File: src/rtl/ddc_stream_pkg.sv
package ddc_stream_pkg;

  // Drive pair handed to the open-drain pad.
  typedef struct packed {
    logic oe;   // 1: pull line low
    logic val;  // logical bit presented
  } pad_drive_t;

  localparam pad_drive_t PAD_RELEASED = '{oe: 1'b0, val: 1'b1};

endpackage

File: src/rtl/vclk_edge_sync.sv
module vclk_edge_sync #(
  parameter int STAGES = 2
) (
  input  logic clk,
  input  logic rst_n,
  input  logic vclk_in,
  output logic rise
);
  logic [STAGES-1:0] stg;
  logic              last;

  // Reset to the idle-high level, so a line already high gives no false edge.
  always_ff @(posedge clk or negedge rst_n) begin
    if (!rst_n) begin
      stg  <= '1;
      last <= 1'b1;
    end else begin
      stg  <= {stg[STAGES-2:0], vclk_in};
      last <= stg[STAGES-1];
    end
  end

  assign rise = stg[STAGES-1] & ~last;

  AST_RISE_SINGLE: assert property (@(posedge clk) disable iff (!rst_n)
    rise |=> !rise);

endmodule

File: src/rtl/warmup_gate.sv
module warmup_gate #(
  parameter int WARM_EDGES = 9
) (
  input  logic clk,
  input  logic rst_n,
  input  logic en,
  input  logic rise,
  output logic warm_done,
  output logic step
);
  localparam int CW = $clog2(WARM_EDGES + 1);
  localparam logic [CW-1:0] LAST_WARM = CW'(WARM_EDGES - 1);

  logic [CW-1:0] cnt;

  always_ff @(posedge clk or negedge rst_n) begin
    if (!rst_n) begin
      cnt       <= '0;
      warm_done <= 1'b0;
    end else if (en && rise && !warm_done) begin
      cnt <= cnt + 1'b1;
      if (cnt == LAST_WARM) warm_done <= 1'b1;
    end
  end

  // The edge that ends warm-up is absorbed; later edges pass through.
  assign step = rise & en & warm_done;

  AST_WARM_BOUNDED: assert property (@(posedge clk) disable iff (!rst_n)
    !warm_done |-> (cnt < CW'(WARM_EDGES)));

  AST_WARM_STICKY: assert property (@(posedge clk) disable iff (!rst_n)
    warm_done |=> warm_done);

  AST_WARM_BY_EDGE: assert property (@(posedge clk) disable iff (!rst_n)
    $rose(warm_done) |-> $past(rise && en));

endmodule

File: src/rtl/frame_sequencer.sv
module frame_sequencer
  import ddc_stream_pkg::*;
#(
  parameter int BYTE_W = 8,
  parameter int PTR_W  = 7
) (
  input  logic              clk,
  input  logic              rst_n,
  input  logic              en,
  input  logic              restart,
  input  logic              step,
  input  logic [BYTE_W-1:0] rdata,
  output logic [PTR_W-1:0]  ptr,
  output pad_drive_t        drive
);
  localparam int IW = $clog2(BYTE_W + 1);
  localparam logic [IW-1:0] NULL_IDX = IW'(BYTE_W);

  logic [IW-1:0]     bit_idx;
  logic [BYTE_W-1:0] shifted;
  logic              cur_bit;

  always_comb begin
    shifted = rdata << bit_idx;
    cur_bit = shifted[BYTE_W-1];
  end

  always_ff @(posedge clk or negedge rst_n) begin
    if (!rst_n) begin
      bit_idx <= '0;
      ptr     <= '0;
      drive   <= PAD_RELEASED;
    end else if (!en || restart) begin
      bit_idx <= '0;
      ptr     <= '0;
      drive   <= PAD_RELEASED;
    end else if (step) begin
      if (bit_idx == NULL_IDX) begin
        bit_idx <= '0;
        ptr     <= ptr + 1'b1;
        drive   <= PAD_RELEASED;
      end else begin
        bit_idx   <= bit_idx + 1'b1;
        drive.oe  <= ~cur_bit;
        drive.val <= cur_bit;
      end
    end
  end

  AST_NULL_RELEASED: assert property (@(posedge clk) disable iff (!rst_n)
    (en && !restart && step && bit_idx == NULL_IDX) |=> !drive.oe && drive.val);

  AST_ADDR_STEP: assert property (@(posedge clk) disable iff (!rst_n)
    (en && !restart && step && bit_idx == NULL_IDX) |=> ptr == $past(ptr) + 1'b1);

  AST_RESTART_WINS: assert property (@(posedge clk) disable iff (!rst_n)
    (restart && en) |=> (ptr == '0) && (bit_idx == '0) && !drive.oe);

  AST_IDLE_HOLD: assert property (@(posedge clk) disable iff (!rst_n)
    !en |=> (ptr == '0) && !drive.oe);

  AST_QUIET_NO_STEP: assert property (@(posedge clk) disable iff (!rst_n)
    (en && !restart && !step) |=> $stable(drive) && $stable(ptr));

  AST_IDX_RANGE: assert property (@(posedge clk) disable iff (!rst_n)
    bit_idx <= NULL_IDX);

endmodule

File: src/rtl/ddc_stream_tx.sv
module ddc_stream_tx
  import ddc_stream_pkg::*;
#(
  parameter int ADDR_W       = 8,
  parameter int BYTE_W       = 8,
  parameter int STREAM_BYTES = 128,
  parameter int WARM_EDGES   = 9,
  parameter int SYNC_STAGES  = 2
) (
  input  logic              clk,
  input  logic              rst_n,
  input  logic              vclk_in,
  input  logic              stream_en,
  input  logic              restart,
  output logic [ADDR_W-1:0] mem_addr,
  input  logic [BYTE_W-1:0] mem_rdata,
  output logic              sda_oe,
  output logic              sda_o
);
  localparam int PTR_W = $clog2(STREAM_BYTES);

  logic             rise;
  logic             warm_done;
  logic             step;
  logic [PTR_W-1:0] ptr;
  pad_drive_t       drive;

  vclk_edge_sync #(.STAGES(SYNC_STAGES)) u_sync (
    .clk     (clk),
    .rst_n   (rst_n),
    .vclk_in (vclk_in),
    .rise    (rise)
  );

  warmup_gate #(.WARM_EDGES(WARM_EDGES)) u_warm (
    .clk       (clk),
    .rst_n     (rst_n),
    .en        (stream_en),
    .rise      (rise),
    .warm_done (warm_done),
    .step      (step)
  );

  frame_sequencer #(.BYTE_W(BYTE_W), .PTR_W(PTR_W)) u_seq (
    .clk     (clk),
    .rst_n   (rst_n),
    .en      (stream_en),
    .restart (restart),
    .step    (step),
    .rdata   (mem_rdata),
    .ptr     (ptr),
    .drive   (drive)
  );

  // The stream window is the low part of the array; the upper address bits stay zero.
  generate
    if (ADDR_W > PTR_W) begin : g_pad_addr
      assign mem_addr = {{(ADDR_W-PTR_W){1'b0}}, ptr};
    end else begin : g_full_addr
      assign mem_addr = ptr[ADDR_W-1:0];
    end
  endgenerate

  assign sda_oe = drive.oe;
  assign sda_o  = drive.val;

  AST_WARM_QUIET: assert property (@(posedge clk) disable iff (!rst_n)
    !warm_done |-> !sda_oe && sda_o);

  AST_ADDR_WINDOW: assert property (@(posedge clk) disable iff (!rst_n)
    mem_addr < ADDR_W'(STREAM_BYTES));

  AST_PAD_CONSISTENT: assert property (@(posedge clk) disable iff (!rst_n)
    sda_oe |-> !sda_o);

  AST_DISABLED_QUIET: assert property (@(posedge clk) disable iff (!rst_n)
    !stream_en |=> !sda_oe);

endmodule

File: config.mk
export PLATFORM = sky130hd
export DESIGN_NAME = ddc_stream_tx
export DESIGN_NICKNAME = d
export VERILOG_FILES = /design/src/rtl/ddc_stream_pkg.sv /design/src/rtl/vclk_edge_sync.sv /design/src/rtl/warmup_gate.sv /design/src/rtl/frame_sequencer.sv /design/src/rtl/ddc_stream_tx.sv
export SDC_FILE = /design/constraint.sdc
export NUM_CORES = 1
export LEC_CHECK = 0
export BUFFER_PORTS_ARGS = -buffer_cell sky130_fd_sc_hd__buf_2
export CAP_MARGIN = 20
export CORE_MARGIN = 1
export CORE_UTILIZATION = 47
export CTS_CLUSTER_SIZE = 40
export DETAILED_ROUTE_END_ITERATION = 16
export PLACE_DENSITY = 0.76
export RECOVER_POWER = 100
export SYNTH_ARGS = -nofsm -noshare
export SYNTH_HDL_FRONTEND = slang
export SYNTH_SLANG_ARGS = --single-unit
File: constraint.sdc
create_clock -name clk -period 1.6 [get_ports clk]
set_input_delay 0.16 -clock clk [delete_from_list [all_inputs] [get_ports clk]]
set_output_delay 0.16 -clock clk [all_outputs]
set_load 0.1 [all_outputs]
* After elaboration in Yosys (flattened, before gate mapping)
Index checks and enable logic that the tools add are counted.
Cells by class: shift-type cells 1, add/subtract/negate cells 3, reduce and logical (&&, ||, !) cells 9, bitwise operators 5, muxes and demuxes 9, equality and inequality tests 2
Operators by type and width (number):
- $mux W7 | 3
- $mux W4 | 3
- $add A4 B1 Y4 const B | 2
- $eq A4 B4 Y1 const B | 2
- $shl A8 B4 Y8 | 1
- $add A7 B1 Y7 const B | 1
- $mux W2 | 3
- $reduce_and A2 Y1 | 2
- $reduce_bool A2 Y1 | 2
- $and A1 B1 Y1 | 3
- $logic_and A1 B1 Y1 | 2
- $logic_not A1 Y1 | 2
- $not A1 Y1 | 2
- $logic_or A1 B1 Y1 | 1
Storage, ports and cells: register bits after elaboration 21

* Longest topological paths before layout
word-level depth 6, mapped depth 8, mapped depth without buffers 6

* Cells and area by module
A second synthesis with hierarchy kept.
Unflattened totals: cells, all modules 102, area, all modules 1114.8 sq um
Modules (own cells, without submodules):
- frame_sequencer | cells an instance 75, area an instance 749.5 sq um, times used 1
- warmup_gate | cells an instance 21, area an instance 261.5 sq um, times used 1
- vclk_edge_sync | cells an instance 4, area an instance 92.6 sq um, times used 1
- ddc_stream_tx | cells an instance 2, area an instance 11.3 sq um, times used 1

* Worst setup path before layout
OpenSTA, ideal clock, no wires.
path kind register to register, start register u_seq.ptr[0], end register u_seq.ptr[6], required time 1.522 ns, arrival time 1.844 ns, clock period less this slack 1.922 ns, stages on the path, launching flop included 5, slack -0.322 ns, setup time 0.078 ns, cells stage by stage dfrtp_1 -> ha_1 -> nand4_1 -> or3_1 -> a21oi_1
On the way: cells in the longest elaborated chain, start to end 4
Ends and longest elaborated chain:
- from (decl) | RTL line frame_sequencer.sv:13 | output logic [PTR_W-1:0] ptr,
- from (signal assigned) | RTL line frame_sequencer.sv:40 | ptr <= ptr + 1'b1;
- $add A7 B1 Y7 | RTL line frame_sequencer.sv:40
- $mux W7 | RTL line frame_sequencer.sv:38 | if (bit_idx == NULL_IDX) begin
- $mux W7 | RTL line frame_sequencer.sv:37 | end else if (step) begin
- $mux W7 | RTL line frame_sequencer.sv:33 | end else if (!en || restart) begin
Every way passes these cells. The select of a mux whose other input is x is not followed. A chain may end at the register's enable or synchronous reset.

* Worst setup path in the final report
start register u_seq.bit_idx[0], end register u_seq.ptr[4]
On the way: cells in the longest elaborated chain, start to end 3
Ends and longest elaborated chain:
- from (decl) | RTL line frame_sequencer.sv:19 | logic [IW-1:0] bit_idx;
- from (signal assigned) | RTL line frame_sequencer.sv:43 | bit_idx <= bit_idx + 1'b1;
- $eq A4 B4 Y1 | RTL line frame_sequencer.sv:38
- $reduce_bool A2 Y1 (no line)
- $reduce_and A2 Y1 (no line)
Every way passes these cells.

==> results.yml <==
cells_and_area:
  area_growth_pct: 23.0
  design_area_um2: 1320
  fin_nets: 152
  fin_cells: 160
  drive_above_1_share_pct: 36.8
  nFillCells: 180
  n_antenna_cell: 0
  post-route-util_pct: 64.2
clock_network:
  root_buffer: "clkbuf_4"
  cts-htree-levels: 1
  clock-sinks: 21
  clkLatencyLatePin_ns: 0.30
  cts_buffers: 3
  cts_tree: "done"
  clock_path_buffers: 2
  clkSlewWorstSetupHoldPaths_ns: 0.12
  post_cts_buffers: 0
sta:
  hold_violations: 0
  fmax_ghz: 0.656
  worst_slew_pin_slew_ns: 1.09
  drv_slew: 0
  slew_headroom_pct: 27.1
  min_period_ns: 1.52
  whs_ns: 0.172
  rsz0062_at_grt: "yes"
  fin_crit_sh_pct: 95.2
  setup_viol: 0
  worst_clock_skew_ns: 0.00642
worst_setup_path:
  cp_data_arrival_time_ns: 1.75
  worstSetupStartpointType: "flop"
  cp.required_ns: 1.83
  endpoint_kind: "flop"
  crit_type: "flop to flop"
  path_max_fanout: 5
hold_path:
  min_path_type: "input pin to flop"
floorplan:
  io_pins: 23
  die_area_um2: 2480
  die_w_um: 49.8
  start_util_pct: 52.2
  core_region_area_um2: 2060
  die_h_um: 49.8
  rows: 16
routing:
  num_vias: 868
  drc: 0
  wl_per_cell_um: 12.7
  firstDrtPassIters: 4
  vias_per_cell: 5.43
  ant_nets: 0
  wl_mm: 2.03
  first_iter_violations: 20
power_and_ir_drop:
  powerDensity_nw_per_um2: 885
  ir_worst_vdd_mv: 0.699
  leakage_nw: 0.618
  design_power_total_w: 0.00117
synth:
  syn_inst: 104
  yosysSeqAreaShare_pct: 49.3
  ys_types: 35
  async_flop_share_pct: 100
  synth_warnings: 0
  synth_ff_type: "dfrtp_1"
  ys_seq_elements: 21
  syn_area_um2: 1080
  post-synth-top-area-fraction_pct: 39.5
  syn-num-nets: 122
  synth_edf_count: 0
  synth_area_leaders: "dfrtp_1, dfstp_2, ha_1"
  yosysTopAreaCell: "dfrtp_1"
  yosysMostFrequentCell: "dfrtp_1"
  synth_common_cells: "dfrtp_1, nand2_1, o21ai_0, a21oi_1, inv_1"
  syn_area_per_cell_um2: 10.3
grt:
  grt-ovfl-total: 0
  grt_pass1_wl_mm: 3.34
  antenna_found_initial: 0
  grt_util_all_layers_pct: 17.6
  grt_pass1_vias: 832
  grt_max_degree: 22
placement:
  dp_hpwl_mm: 1.51
  gp_congestion: 0.777
  placed_area_um2: 1240
  dp.cells: 153
  io_buffer_count: 21
outcome:
  status: "finished, final reports clean"
flow_run:
  max_cap_viol_count: 0
==> final cells by class <==
class	count	area, um^2	area share, %
Inverter	7	28.8	2.17
Timing Repair Buffer	27	154	11.6
Tap cell	27	33.8	2.55
Sequential cell	21	537	40.5
Clock buffer	3	22.5	1.70
Clock inverter	1	5.00	0.378
Multi-Input combinational cell	74	543	41.0
==> worst paths after layout <==
path | from | end | slack [ns] | depth (start not counted)
max reg2reg | u_seq.bit_idx[0] | u_seq.ptr[4] | 0.08 | 6
max | u_seq.bit_idx[0] | u_seq.ptr[4] | 0.08 | 6
min in group asynchronous | rst_n | u_warm.cnt[2] | 0.57 | 2
max in group asynchronous | rst_n | u_seq.ptr[4] | 0.30 | 2
min | restart | u_seq.ptr[1] | 0.17 | 4
min reg2reg | u_sync.stg[0] | u_sync.stg[1] | 0.36 | 0
==> state kept, by name (all words and copies together), names as in the netlist <==
name and flops:
u_seq.bit_idx 4, u_seq.drive 2, u_seq.ptr 7, u_sync.last 1
u_sync.stg 2, u_warm.cnt 4, u_warm.warm_done 1
==> cells in the final DEF, fill, tap and decap left out, types with 2 or more instances in the layout <==
cell	count
mux2i_1	2
buf_2	11
nor3_1	2
inv_1	5
nand4_1	4
ha_1	4
nor2_1	2
nand2_1	9
o21ai_0	8
dfstp_2	4
nor3b_1	2
dfrtp_2	5
or3_4	2
clkbuf_4	3
xnor2_1	3
clkbuf_2	9
dfrtp_1	12
a21o_1	3
buf_4	4
nand3_1	4
a21oi_2	2
o21ai_1	2
or3_1	3
a21oi_1	5
dlygate4sd3_1	2
==> per-layer routing <==
metal | global-route usage [%] | vias up | part of all wire [%]
met4 | 8.10 | 0 | 1.3
met5 | 0 | - | 0
met1 | 22.8 | 409 | 45
met3 | 2.78 | 4 | 4.0
li1 | - | 427 | -
met2 | 28.8 | 28 | 49
==> logic make-up (layout without fill, tap and decap cells) <==
kind of cell               count (synthesis)  in the layout  synth area share [%]
and+or+nand+nor                           37             37                  20.6
AOI/OAI and AO/OA                         24             25                  13.0
DFF                                       21             21                  49.3
buffers and inverters                     10             38                  4.54
adders and majority gates                  5              5                  5.81
xor gates and xnor gates                   3              3                  2.44
muxes                                      3              3                  3.95
other                                      1              1                 0.349
==> worst max-delay path: stages, from the launching register on <==
cell	delay (ns)
dfrtp_1	0.43
inv_2	0.09
ha_4	0.14
nand3b_4	0.09
o21a_4	0.23
or3_1	0.34
a21oi_1	0.12
==> stage by stage <==
step,setup slack (ns),TNS (ns)
2_1_floorplan,-0.0344,-0.0370
3_3_place_gp,0.0582,0
3_5_place_dp,-0.0333,-0.0471
4_1_cts,0.00313,0
5_1_grt,-0.000407,-0.000407
6_report,0.0765,0
==> power by group <==
group | switching [W] | internal [W] | total, W
clock network | 0.000165 | 0.0000932 | 0.000258
logic | 0.000137 | 0.000101 | 0.000238
registers | 0.0000708 | 0.000605 | 0.000676
==> timing repair <==
item,4_1_cts,5_1_grt
hold buffers,2,0
pin swaps,0,8
gates resized for setup,2,5
gates cloned,0,1
endpoints found under the hold margin,18,0
endpoints found under the setup margin,5,5
(Power assumes the default switching activity.)
